[src/rtl/scrx_pkg.sv]
// Shared types for the smart-card character receiver.
package scrx_pkg;
    // Receiver sequencing states.
    typedef enum logic [1:0] {
        ST_IDLE = 2'd0,   // waiting for a low line
        ST_CAND = 2'd1,   // start edge seen, awaiting mid-start sample
        ST_RUN  = 2'd2,   // frame confirmed, sampling bits
        ST_WAIT = 2'd3    // after an early start, waiting for line high
    } rx_state_e;
endpackage

[src/rtl/scrx_sync.sv]
// Multi-flop synchroniser for the asynchronous line input.
// Assumes the line idles high, so the flops reset to 1.
module scrx_sync #(
    parameter int STAGES = 2
) (
    input  logic clk,
    input  logic rst_n,
    input  logic d_i,
    output logic q_o
);
    logic [STAGES-1:0] ff;

    // Shift the line through the flop chain.
    always_ff @(posedge clk) begin
        if (!rst_n) ff <= '1;
        else        ff <= {ff[STAGES-2:0], d_i};
    end

    assign q_o = ff[STAGES-1];
endmodule

[src/rtl/scrx_timing.sv]
// Derives the frame timing points from the run-time bit period.
// Purely combinational; assumes bit_clks is held steady during a frame.
module scrx_timing #(
    parameter int CPB_W  = 13,
    parameter int DATA_W = 8,
    parameter int CNT_W  = 17
) (
    input  logic [CPB_W-1:0] bit_clks,
    input  logic             two_stop,
    output logic [CNT_W-1:0] bit_len,
    output logic [CNT_W-1:0] half,
    output logic [CNT_W-1:0] end_pt
);
    localparam int BASE_BITS = DATA_W + 3;   // start + data + parity + one stop

    logic [CNT_W-1:0] frame_len;
    logic [CNT_W-1:0] quarter;

    // Bit length, mid-bit offset and the last clock of a frame.
    always_comb begin
        bit_len   = CNT_W'(bit_clks) + CNT_W'(1);
        half      = bit_len >> 1;
        quarter   = bit_len >> 2;
        frame_len = bit_len * CNT_W'(two_stop ? BASE_BITS + 1 : BASE_BITS);
        end_pt    = frame_len - quarter - CNT_W'(2);
    end
endmodule

[src/rtl/scrx_flags.sv]
// Holds the output byte and the ready, overrun and frame-error flags.
// A set on the same edge as an acknowledge wins. The byte is kept on overrun.
module scrx_flags #(
    parameter int DATA_W = 8
) (
    input  logic              clk,
    input  logic              rst_n,
    input  logic              ack,
    input  logic              set_byte,
    input  logic              set_ferr,
    input  logic [DATA_W-1:0] byte_i,
    output logic              rdy_q,
    output logic              ovr_q,
    output logic              ferr_q,
    output logic [DATA_W-1:0] data_q
);
    logic overrun_now;

    // A completion while an unread byte is waiting is an overrun.
    always_comb overrun_now = set_byte && rdy_q && !ack;

    // Flag and data register update; set beats ack.
    always_ff @(posedge clk) begin
        if (!rst_n) begin
            rdy_q  <= 1'b0;
            ovr_q  <= 1'b0;
            ferr_q <= 1'b0;
            data_q <= '0;
        end else begin
            if (set_byte)      rdy_q <= 1'b1;
            else if (ack)      rdy_q <= 1'b0;
            if (overrun_now)   ovr_q <= 1'b1;
            else if (ack)      ovr_q <= 1'b0;
            if (set_ferr)      ferr_q <= 1'b1;
            else if (ack)      ferr_q <= 1'b0;
            if (set_byte && !overrun_now) data_q <= byte_i;
        end
    end

    // an unread byte stays put.
    p_data_hold_r11: assert property (@(posedge clk) disable iff (!rst_n)
        (rdy_q && !ack) |=> $stable(data_q));
    // an overrun leaves ready high and raises the overrun flag.
    p_overrun_r9: assert property (@(posedge clk) disable iff (!rst_n)
        (set_byte && rdy_q && !ack) |=> (ovr_q && rdy_q));
    // an acknowledge with nothing new clears every flag.
    p_ack_clear_r10: assert property (@(posedge clk) disable iff (!rst_n)
        (ack && !set_byte && !set_ferr) |=> (!rdy_q && !ovr_q && !ferr_q));
    // a frame error is not hidden by a simultaneous acknowledge.
    p_set_beats_ack_r10: assert property (@(posedge clk) disable iff (!rst_n)
        (ack && set_ferr) |=> ferr_q);
endmodule

[src/rtl/sc_byte_rx.sv]
// Smart-card character receiver: start, data bits LSB first, parity, 1 or 2 stops.
// Bits are sampled at their midpoint counted from the detected start edge.
// Assumes the bit period is at least 8 clocks and does not change mid-frame.
module sc_byte_rx
    import scrx_pkg::*;
#(
    parameter int   CPB_W       = 13,
    parameter logic PAR_POL     = 1'b0,
    parameter int   SYNC_STAGES = 2
) (
    input  logic             clk,
    input  logic             rst_n,
    input  logic             rx_line,
    input  logic [CPB_W-1:0] bit_clks,
    input  logic             two_stop,
    input  logic             ack,
    output logic [7:0]       data_o,
    output logic             start_cand_o,
    output logic             rx_active_o,
    output logic             ready_o,
    output logic             overrun_o,
    output logic             frame_err_o
);
    localparam int DATA_W = 8;
    localparam int CNT_W  = CPB_W + $clog2(DATA_W + 5);
    localparam int IDX_W  = $clog2(DATA_W + 3);
    localparam logic [IDX_W-1:0] PAR_IDX  = IDX_W'(DATA_W + 1);
    localparam logic [IDX_W-1:0] STOP_IDX = IDX_W'(DATA_W + 2);

    rx_state_e         state;
    logic [CNT_W-1:0]  fcnt, nsamp;
    logic [CNT_W-1:0]  bit_len, half, end_pt;
    logic [IDX_W-1:0]  bidx;
    logic [DATA_W-1:0] shreg;
    logic rxd, at_samp, par_pt, par_ok, in_stop, set_byte, set_ferr;

    scrx_sync #(.STAGES(SYNC_STAGES)) u_sync (
        .clk(clk), .rst_n(rst_n), .d_i(rx_line), .q_o(rxd)
    );

    scrx_timing #(.CPB_W(CPB_W), .DATA_W(DATA_W), .CNT_W(CNT_W)) u_timing (
        .bit_clks(bit_clks), .two_stop(two_stop),
        .bit_len(bit_len), .half(half), .end_pt(end_pt)
    );

    // Sample decode: parity check and stop-window line watch.
    always_comb begin
        at_samp  = (fcnt == nsamp);
        par_pt   = (state == ST_RUN) && (bidx == PAR_IDX) && at_samp;
        par_ok   = (rxd == (^shreg ^ PAR_POL ^ 1'b1));
        in_stop  = (state == ST_RUN) && (bidx == STOP_IDX) && (fcnt >= nsamp);
        set_byte = par_pt && par_ok;
        set_ferr = (par_pt && !par_ok) || (in_stop && !rxd);
    end

    // Frame sequencer: start confirmation, bit sampling, stop window.
    always_ff @(posedge clk) begin
        if (!rst_n) begin
            state <= ST_IDLE;
            fcnt  <= '0;
            nsamp <= '0;
            bidx  <= '0;
            shreg <= '0;
        end else begin
            case (state)
                ST_IDLE: begin
                    fcnt <= '0;
                    if (!rxd) state <= ST_CAND;
                end
                ST_CAND: begin
                    fcnt <= fcnt + CNT_W'(1);
                    if (rxd) begin
                        state <= ST_IDLE;
                    end else if (fcnt == half) begin
                        state <= ST_RUN;
                        nsamp <= half + bit_len;
                        bidx  <= IDX_W'(1);
                    end
                end
                ST_RUN: begin
                    fcnt <= fcnt + CNT_W'(1);
                    if (bidx <= PAR_IDX && at_samp) begin
                        if (bidx != PAR_IDX) shreg <= {rxd, shreg[DATA_W-1:1]};
                        bidx  <= bidx + IDX_W'(1);
                        nsamp <= nsamp + bit_len;
                    end else if (in_stop) begin
                        if (!rxd)               state <= ST_WAIT;
                        else if (fcnt >= end_pt) state <= ST_IDLE;
                    end
                end
                default: begin
                    if (rxd) state <= ST_IDLE;
                end
            endcase
        end
    end

    scrx_flags #(.DATA_W(DATA_W)) u_flags (
        .clk(clk), .rst_n(rst_n), .ack(ack),
        .set_byte(set_byte), .set_ferr(set_ferr), .byte_i(shreg),
        .rdy_q(ready_o), .ovr_q(overrun_o), .ferr_q(frame_err_o), .data_q(data_o)
    );

    assign start_cand_o = (state == ST_CAND);
    assign rx_active_o  = (state == ST_RUN);

    // a high line during the candidate phase drops the attempt.
    p_glitch_abort_r3: assert property (@(posedge clk) disable iff (!rst_n)
        (state == ST_CAND && rxd) |=> (state == ST_IDLE));
    // a confirmed frame is always entered from the candidate phase.
    p_run_from_cand_r4: assert property (@(posedge clk) disable iff (!rst_n)
        $rose(rx_active_o) |-> $past(start_cand_o));
    // a new byte only appears out of a running frame.
    p_ready_in_run_r5: assert property (@(posedge clk) disable iff (!rst_n)
        $rose(ready_o) |-> $past(state == ST_RUN));
endmodule

[config.mk]
export PLATFORM = sky130hd
export DESIGN_NAME = sc_byte_rx
export DESIGN_NICKNAME = d
export VERILOG_FILES = /design/src/rtl/scrx_pkg.sv /design/src/rtl/scrx_sync.sv /design/src/rtl/scrx_timing.sv /design/src/rtl/scrx_flags.sv /design/src/rtl/sc_byte_rx.sv
export SDC_FILE = /design/constraint.sdc
export NUM_CORES = 1
export LEC_CHECK = 0
export BUFFER_PORTS_ARGS = -buffer_cell sky130_fd_sc_hd__buf_2
export CELL_PAD_IN_SITES_DETAIL_PLACEMENT = 0
export CELL_PAD_IN_SITES_GLOBAL_PLACEMENT = 1
export CORE_MARGIN = 1.5
export CORE_UTILIZATION = 50
export DETAILED_ROUTE_END_ITERATION = 16
export GPL_TIMING_DRIVEN = 0
export PLACE_DENSITY = 0.9
export SLEW_MARGIN = 20
export SYNTH_ARGS = -nofsm -noshare
export SYNTH_HDL_FRONTEND = slang
export SYNTH_HIERARCHICAL = 1
export SYNTH_SLANG_ARGS = --single-unit
export TNS_END_PERCENT = 5
[constraint.sdc]
create_clock -name clk -period 15.1 [get_ports clk]
set_input_delay 0 -clock clk [delete_from_list [all_inputs] [get_ports clk]]
set_output_delay 0 -clock clk [all_outputs]
set_load 0.05 [all_outputs]
==> results of run 1 <==
-- metal layers --
metal | global-route usage, % | wire length [microns] | vias to the layer above
met5 | 0 | 0 | -
met4 | 4.24 | 142 | 0
met3 | 2.75 | 690 | 12
met2 | 37.7 | 7450 | 115
met1 | 35.2 | 9020 | 2778
li1 | - | - | 3109
-- kinds of logic after synthesis --
logic type,share of synthesized area [%]
xor+xnor,9.88
mux,6.31
simple gates,17.2
other cells,0.0514
buf+inv,11.0
fa+ha+maj,24.2
flops,16.7
compound gates,14.6
-- registers in the layout, summed over array words and instances, names as in the netlist --
register	count
nsamp	17
shreg	8
u_flags/data_q	8
u_flags/rdy_q	1
state	2
fcnt	17
u_flags/ovr_q	1
u_flags/ferr_q	1
u_sync/ff	2
bidx	4
-- layout by cell type (no fill, tap or decap), types with 6 or more instances in the layout --
| master | n |
|---|---|
| a211oi_1 | 6 |
| buf_4 | 22 |
| nor2_1 | 66 |
| a21o_1 | 10 |
| a21oi_1 | 65 |
| o21ai_0 | 28 |
| nand2_1 | 54 |
| nand4_1 | 15 |
| nor2b_1 | 25 |
| buf_6 | 6 |
| buf_2 | 31 |
| nand2b_1 | 8 |
| inv_1 | 132 |
| mux2_2 | 16 |
| mux2i_1 | 28 |
| nor4_1 | 6 |
| nand3_1 | 29 |
| dfxtp_1 | 61 |
| clkbuf_16 | 9 |
| ha_1 | 96 |
| fa_1 | 28 |
| o21a_1 | 11 |
| xor2_1 | 42 |
| xnor2_1 | 34 |
| o21bai_1 | 6 |
| clkbuf_1 | 14 |
| conb_1 | 8 |
| nor3_1 | 7 |
| or3_1 | 6 |
-- cells in the mapped netlist (5+ instances only) --
cell type and instances:
mux2_2 16, o21ai_0 28, a211oi_1 6, buf_4 22
clkbuf_1 14, o31ai_1 5, o21bai_1 6, mux2i_1 28
xnor2_1 34, dfxtp_1 61, or3_1 6, xor2_1 42
nand3_1 29, o21a_1 11, buf_6 6, fa_1 28
nand2b_1 8, nor4_1 6, a21oi_1 65, nand4_1 15
and3_1 5, ha_1 96, a21o_1 10, nor2b_1 25
nor2_1 66, nand2_1 54, inv_1 132, nor3_1 7
-- worst max path at each step --
| stage | end | slack [ns] | cells past startpoint |
|---|---|---|---|
| 2_1_floorplan | state[0]$_SDFFE_PN0P_ | 10.07 | 26 |
| 3_3_place_gp | state[0]$_SDFFE_PN0P_ | 9.18 | 27 |
| 3_5_place_dp | state[0]$_SDFFE_PN0P_ | 9.19 | 27 |
| 4_1_cts | state[1]$_SDFFE_PN0P_ | 9.50 | 27 |
| 5_1_grt | state[1]$_SDFFE_PN0P_ | 9.07 | 27 |
| 6_report | state[0]$_SDFFE_PN0P_ | 9.53 | 27 |
-- where the power goes --
| part | switching (W) | internal [W] | leakage, nW |
|---|---|---|---|
| sequential | 0.0000144 | 0.000180 | 0.494 |
| clock | 0.0000831 | 0.000145 | 0.156 |
| combinational | 0.000348 | 0.000238 | 3.11 |
-- area by class of cell --
| class | count | area (sq um) |
|---|---|---|
| well taps | 180 | 225 |
| plain buffers | 44 | 295 |
| clock buffers | 9 | 225 |
| flip-flops and latches | 61 | 1220 |
| inverters | 134 | 504 |
| fillers | 1270 | 5990 |
| repair buffers | 33 | 185 |
| clock inverters | 7 | 98.8 |
| multi-input cells | 670 | 5300 |
-- stage by stage --
stage / setup slack (ns) / utilization [%] / hold WS (ns) / instance area (sq um) / power, W
floorplan: 10.07 / - / 0.0730 / 7320 / 0.000646
global placement: 9.18 / 54.8 / 0.184 / 7690 / 0.000768
detailed placement: 9.19 / 54.8 / 0.183 / 7690 / 0.000779
CTS: 9.50 / 57.3 / 0.269 / 8050 / 0.00101
global route: 9.07 / 57.3 / 0.326 / 8050 / 0.00110
finish: 9.53 / 57.3 / 0.273 / 8050 / 0.00101
-- worst register-to-register path: stages, from the launching register on --
cell and delay, ns:
dfxtp_1 0.34, inv_1 0.09, ha_1 0.17, buf_4 0.17
clkbuf_1 0.50, mux2_2 0.28, ha_1 0.22, inv_1 0.07
fa_1 0.37, nand2b_1 0.22, a211oi_1 0.31, o2111ai_1 0.24
a21oi_1 0.20, o22ai_1 0.11, xnor2_1 0.16, a21oi_1 0.08
-- what timing repair did --
| action | CTS | global route |
|---|---|---|
| endpoints found under the setup margin | 0 | 0 |
| endpoints found under the hold margin | 3 | 0 |
| gates resized for setup | 0 | 0 |
| hold buffers | 4 | 0 |
==> metrics, run 1 <==
status completed; Worst Setup Start Kind input port; HP Class input port to register; GP Congestion 0.873; I/O Buffers 29; clock tree buffer depth 2; root buf cell clkbuf_16; hold depth 5; RSZ-0062 raised after global routing no; Final Hold Viols 0; sequential fraction of the synthesis area ~17%; CP top delay family adder cells; area fraction of the dominant cell type after synthesis between 15 and 20%; RR Endpoint nsamp[16]$_SDFFE_PN0P_; ys async rst share 0%; Tcrit/Tclk final a little under two fifths; min-delay src bit_clks[0]; synthesized cell area around 0.0073 sq mm; P_leak about 3.8 nW; Worst Skew roughly 0.0071 ns; TritonCTS clock tree yes; Reg2Reg Launch Point state[0]$_SDFFE_PN0P_; detailed-placement wirelength estimate ~14000 microns; CP Class input port to register; num rows 43; YS warnings 6; R2R Setup Slk approximately 11 ns; Syn Inst Count around 900; nets 1095; clk slew on worst S/H paths roughly 0.060 ns; post-synth cell types 74; Antenna diodes 0; crit path max-delay cell type fa_1; max incr delay on CP approximately 0.53 ns; cell area power density approximately 130 mW/mm^2; H-tree levels 3; syn_area_per_cell approximately 8.1 sq um; Worst EP required between 15 and 20 ns; fin cells roughly 1100; actual slew at the worst max-slew pin 0.840 ns; core area roughly 0.014 sq mm; Iter 0 DRT Violations 418; via/cell ratio around 5.3; max_cap viols 0; Initial Util roughly half; max-slew violation count 0; Worst setup EP type register; Layout area overhead 10.4%; die span in x approximately 120 microns; total grt overflow 0; Clk Latency, worst-skew pair around 0.34 ns; DRC Markers 0; crit-path max FO 6; CTS Buf Count 9; total iterations of the first detailed-routing run 7; setup TNS 0 ns; CP arrival just under 6 ns; CP most frequent cell inv_1; VDD IR max 0.0600 mV; R2R depth 15; Via Count ~6000; Worst Hold Endpoint nsamp[0]$_SDFFE_PN0P_; ys flop type dfxtp_1; placed cell count 1118; synthesis-stage register bit count 61; Die Area roughly 0.015 sq mm; I/O pin cnt 31; Worst slew margin a little over two fifths; Worst Path Buf+Inv 6; vias in the first global route between 5000 and 6000; clk sinks between 60 and 70; gr usage total 23.8%; first-pass GRT wire length roughly 29000 microns; height of the die approximately 120 microns; fin crit period 5.57 ns; number of flops mapped to enable cells by yosys 0; final antenna-violating net count 0; post-CTS setup buffers 0; largest net degree at the start of global routing 13; area leader, netlist dfxtp_1; synth top area cells dfxtp_1, ha_1, fa_1, inv_1, xor2_1; Routed WL ~17000 microns; Max Freq around 180 MHz; wire length per cell approximately 15 microns; CP startpoint bit_clks[0]; Setup-failing EPs final 0; ratio of cells with drive above 1 in the final layout between 10% and 20%; initial antenna violation count 0
Power figures use the tool's default switching activity.
==> inputs of run 2 (changes only) <==
- CORE_UTILIZATION: 50 -> 44
- PLACE_DENSITY: 0.9 -> 0.84
- clock period: 15.1 -> 5 ns (I/O delays scaled with it)
==> metrics, run 2 (synthesized netlist as in run 1, its figures left out) <==
core area approximately 0.016 sq mm; Worst setup EP type register; Final Hold Viols 0; Routed WL ~18000 microns; total grt overflow 0; gr usage total about a fifth; Reg area around 0.0012 sq mm; final antenna-violating net count 0; detailed-placement wirelength estimate about 14000 microns; Worst Setup Start Kind input port; via/cell ratio ~5.1; height of the die between 100 and 150 microns; Tcrit/Tclk final approximately 97%; Tot Pwr about 0.0033 W; HP Class input port to register; Layout area overhead 19.9%; I/O Buffers 29; I/O pin cnt 31; clk sinks slightly above 60; wire length per cell around 15 microns; Worst EP required roughly 5.2 ns; Die Area 0.0174 sq mm; FILL cells between 1000 and 1500; Initial Util between 40 and 50%; vias in the first global route ~5700; Worst Skew 0.0118 ns; ratio of cells with drive above 1 in the final layout a little over a fifth; TritonCTS clock tree yes; most common cell after layout, fill and taps aside inv_1; first-pass GRT wire length ~29000 microns; DRC Markers 0; Iter 0 DRT Violations approximately 340; Setup WS post-layout between 0.1 and 0.15 ns; clk slew on worst S/H paths 0.05 ns; clock tree buffer depth 2; crit-path max FO 4; max_cap viols 0; cell area power density between 300 and 400 mW/mm^2; Clk Latency, worst-skew pair ~0.33 ns; P_leak 3.96 nW; Worst slew margin a little over half; root buf cell clkbuf_16; most frequent cells in the layout inv_1, ha_1, nor2_1, a21oi_1, dfxtp_1; GP Congestion 0.857; num rows 46; total iterations of the first detailed-routing run 5; initial antenna violation count 0; fin util 54.4%; Multi-input gate area 0.00571 sq mm; Largest regs fcnt (17), nsamp (17); CTS Buf Count 9; CP Class input port to register; hold slack about 0.37 ns; Via Count 6173; largest net degree at the start of global routing 13; RSZ-0062 raised after global routing yes; Setup-failing EPs final 0; actual slew at the worst max-slew pin about 0.7 ns; Antenna diodes 0; fin crit period just under 5 ns; status completed; CP arrival roughly 5.1 ns; Max Freq a little over 200 MHz; max-slew violation count 0; nets approximately 1100; H-tree levels 3; VDD IR max around 0.17 mV; die span in x 132 microns; worst slack, placed -0.985 ns
[run 2: power by group]
part           internal [W]  switching [W]
Clock              0.000352       0.000234
Combinational      0.000916        0.00117
Sequential         0.000544      0.0000418
Total               0.00181        0.00144
[run 2: cell type report]
class | instances | share of cell area [%]
multi-input combinational | 670 | 65.3
sequential | 61 | 14.0
inverter | 134 | 5.90
timing repair buffer | 62 | 5.04
buffer | 44 | 3.42
tap | 216 | 3.09
clock buffer | 10 | 2.73
clock inverter | 6 | 0.530
[run 2: final timing paths]
check / startpoint / endpoint / slack, ns / depth (start not counted)
hold / removal: bit_clks[0] / nsamp[0]$_SDFFE_PN0P_ / 0.37 / 6
setup reg to reg: state[0]$_SDFFE_PN0P_ / nsamp[16]$_SDFFE_PN0P_ / 1.37 / 15
setup / recovery: bit_clks[0] / state[0]$_SDFFE_PN0P_ / 0.14 / 26
hold reg to reg: u_sync/ff[0]$_SDFF_PN1_ / u_sync/ff[1]$_SDFF_PN1_ / 0.41 / 1
[run 2: timing repair]
action | 4_1_cts | 5_1_grt
buffers inserted | 7 | 23
pin swaps | 12 | 43
resized for setup | 34 | 72
endpoints found under the hold margin | 3 | 0
hold buffers | 4 | 0
setup endpoints to repair | 2 | 2
[run 2: routing by layer]
| layer | track usage [%] | share of wire, % | vias to the layer above |
|---|---|---|---|
| met5 | 0 | 0 | - |
| met4 | 4.88 | 1.6 | 0 |
| met3 | 2.65 | 3.6 | 20 |
| met2 | 34.6 | 46 | 121 |
| met1 | 28.7 | 49 | 2856 |
| li1 | - | - | 3176 |
[run 2: worst max-delay path, stage by stage]
cell       delay, ns
buf_12          0.11
ha_4            0.31
inv_1           0.08
nor2_1          0.17
a21o_1          0.11
ha_1            0.23
fa_1            0.49
inv_1           0.05
fa_1            0.52
inv_1           0.04
ha_1            0.21
fa_1            0.42
a21oi_2         0.22
o21bai_4        0.09
o21ai_4         0.18
a21boi_2        0.09
nor2_2          0.11
xnor2_1         0.13
inv_1           0.06
ha_1            0.29
nand4_1         0.12
nor4_2          0.33
a2111oi_2       0.06
o211ai_1        0.26
nand3_1         0.19
mux2i_1         0.15
[run 2: per-stage QoR]
stage / instances / TNS [ns] / instance area [sq um]
after floorplan: 909 / 0 / 7330
after global placement: 1154 / -2.02 / 7740
after detailed placement: 1154 / -1.96 / 7740
after CTS: 1181 / 0 / 8290
after global routing: 1203 / -0.307 / 8740
final: 1203 / 0 / 8740
==> inputs of run 3 (changes only) <==
- GPL_TIMING_DRIVEN: 0 -> unset
- SYNTH_HIERARCHICAL: 1 -> unset
==> metrics, run 3 <==
status complete, but fails checks; failing checks negative setup slack; Worst Setup Start Kind input port; num rows 47; YS warnings 0; sequential fraction of the synthesis area between 10% and 20%; area leader, netlist ha_1; R2R Setup Slk 1.54 ns; Iter 0 DRT Violations between 400 and 500; initial antenna violation count 0; final antenna-violating net count 0; worst slack, placed -0.820 ns; RR Endpoint nsamp[15]$_SDFFE_PN0P_; ys async rst share 0%; die span in x 134 microns; ratio of cells with drive above 1 in the final layout 20.6%; fin crit period 5.27 ns; CP Class input port to register; TritonCTS clock tree yes; detailed-placement wirelength estimate ~16000 microns; core area around 0.017 sq mm; Clk Latency, worst-skew pair between 0.3 and 0.4 ns; gr usage total about a quarter; cell area power density between 300 and 400 mW/mm^2; Antenna diodes 0; Initial Util 45.4%; hold slack 0.205 ns; total iterations of the first detailed-routing run 5; most frequent cells in the layout buf_4, inv_1, ha_1, nor2_1, nand2_1; I/O Buffers 30; total grt overflow 0; max incr delay on CP around 0.53 ns; Setup-failing EPs final 2; wire length per cell roughly 16 microns; Die Area 0.0181 sq mm; Multi-input gate area around 0.006 sq mm; Worst Skew 0.00914 ns; Largest regs fcnt (17), nsamp (17); CP arrival 5.52 ns; HP Class input port to register; Syn Inst Count 967; P_leak between 4 and 5 nW; FILL cells 1610; Setup WS post-layout -0.268 ns; H-tree levels 3; Worst setup EP type register; Post-synth top cells inv_1, ha_1, nand2_1, nor2_1, dfxtp_1; ys flop type dfxtp_1; VDD IR max around 0.29 mV; max_cap viols 0; Worst slew margin between 20 and 30%; Routed WL roughly 21000 microns; Tcrit/Tclk final 105%; CP startpoint bit_clks[1]; synthesized cell area roughly 0.0076 sq mm; Via Count slightly above 7000; GP Congestion a little under 0.9; height of the die 134 microns; Worst Setup EP state[1]$_SDFFE_PN0P_; RSZ-0062 raised after global routing yes; via/cell ratio 5.43; first-pass GRT wire length between 30000 and 40000 microns; synthesis-stage register bit count just over 60; top-count cell post-synth inv_1; clk slew on worst S/H paths approximately 0.060 ns; R2R depth 11; most common cell after layout, fill and taps aside buf_4; area fraction of the dominant cell type after synthesis between 15 and 20%; placed cell count between 1000 and 1500; crit-path max FO 7; fin cells roughly 1300; Reg2Reg Launch Point nsamp[5]$_SDFFE_PN0P_; clock tree buffer depth 2; crit path max-delay cell type fa_1; Reg area about 0.0012 sq mm; vias in the first global route roughly 6800; Layout area overhead 22.7%; Final Hold Viols 0; max-slew violation count 0; Max Freq between 150 and 200 MHz; DRC Markers 0; number of flops mapped to enable cells by yosys 0; post-synth net total approximately 1100; I/O pin cnt 31; largest net degree at the start of global routing between 50 and 60; CTS Buf Count 9; Worst EP required approximately 5.3 ns; root buf cell clkbuf_16; clk sinks 61; syn_area_per_cell 7.87 sq um; nets ~1200; post-synth cell types approximately 80; actual slew at the worst max-slew pin roughly 1.1 ns; synth top area cells ha_1, dfxtp_1, fa_1, inv_1, xnor2_1
[run 3: cell families after synthesis]
family,share of synthesized area [%]
other,0.0493
multiplexers,2.90
flip-flops,16.1
AND/OR/NAND/NOR,19.7
buffers and inverters,8.14
XOR/XNOR,9.79
adder cells (fa/ha/maj),24.2
AO/OA/AOI/OAI,19.2
[run 3: what timing repair did]
action                                  CTS  global route
gates resized for setup                  26             7
hold buffers                              2             0
endpoints found under the setup margin    2             2
pin swaps                                13             4
setup buffers                             6             3
endpoints found under the hold margin     2             0
[run 3: cell type report]
| cell class | instances | area share (%) |
|---|---|---|
| clock buffers | 9 | 2.41 |
| clock inverters | 7 | 0.550 |
| inverters | 119 | 4.79 |
| multi-input cells | 746 | 64.4 |
| flip-flops and latches | 61 | 13.1 |
| well taps | 220 | 2.95 |
| repair buffers | 149 | 11.8 |
[run 3: power breakdown]
| part | switching (W) | internal, W |
|---|---|---|
| Sequential | 0.0000446 | 0.000527 |
| Clock | 0.000243 | 0.000337 |
| Combinational | 0.00104 | 0.000911 |
[run 3: worst min path at each step]
stage,depth (start not counted),slack [ns],to,start
final,3,0.20,u_sync.ff[1]$_SDFF_PN1_,rst_n
after global routing,3,0.23,u_sync.ff[0]$_SDFF_PN1_,rst_n
after CTS,3,0.20,u_sync.ff[1]$_SDFF_PN1_,rst_n
after detailed placement,2,0.19,u_sync.ff[0]$_SDFF_PN1_,rx_line
after global placement,2,0.19,u_sync.ff[0]$_SDFF_PN1_,rx_line
after floorplan,1,0.08,u_flags.ovr_q$_SDFFE_PN0P_,ack
[run 3: metal layers]
| layer | track usage (%) | up-vias | part of all wire, % |
|---|---|---|---|
| li1 | - | 3580 | - |
| met1 | 32.6 | 3369 | 48 |
| met2 | 39.2 | 139 | 46 |
| met3 | 3.53 | 25 | 4.8 |
| met4 | 5.02 | 0 | 1.4 |
| met5 | 0 | - | 0 |
[run 3: critical path, delay by kind of cell]
kind | cells | cell delay [ns]
simple gates | 2 | 0.22
buf+inv | 4 | 0.37
compound gates | 14 | 2.37
xor+xnor | 2 | 0.41
fa+ha+maj | 6 | 1.98
mux | 1 | 0.20
[run 3: per-stage QoR]
| step | util (%) | power [W] | setup TNS (ns) | area, sq um |
|---|---|---|---|---|
| 2_1_floorplan | - | 0.00187 | -0.631 | 7770 |
| 3_3_place_gp | 52.6 | 0.00243 | -1.40 | 8810 |
| 3_5_place_dp | 52.6 | 0.00246 | -1.61 | 8810 |
| 4_1_cts | 55.3 | 0.00310 | -0.495 | 9270 |
| 5_1_grt | 55.7 | 0.00339 | -1.24 | 9330 |
| 6_report | 55.7 | 0.00311 | -0.523 | 9330 |
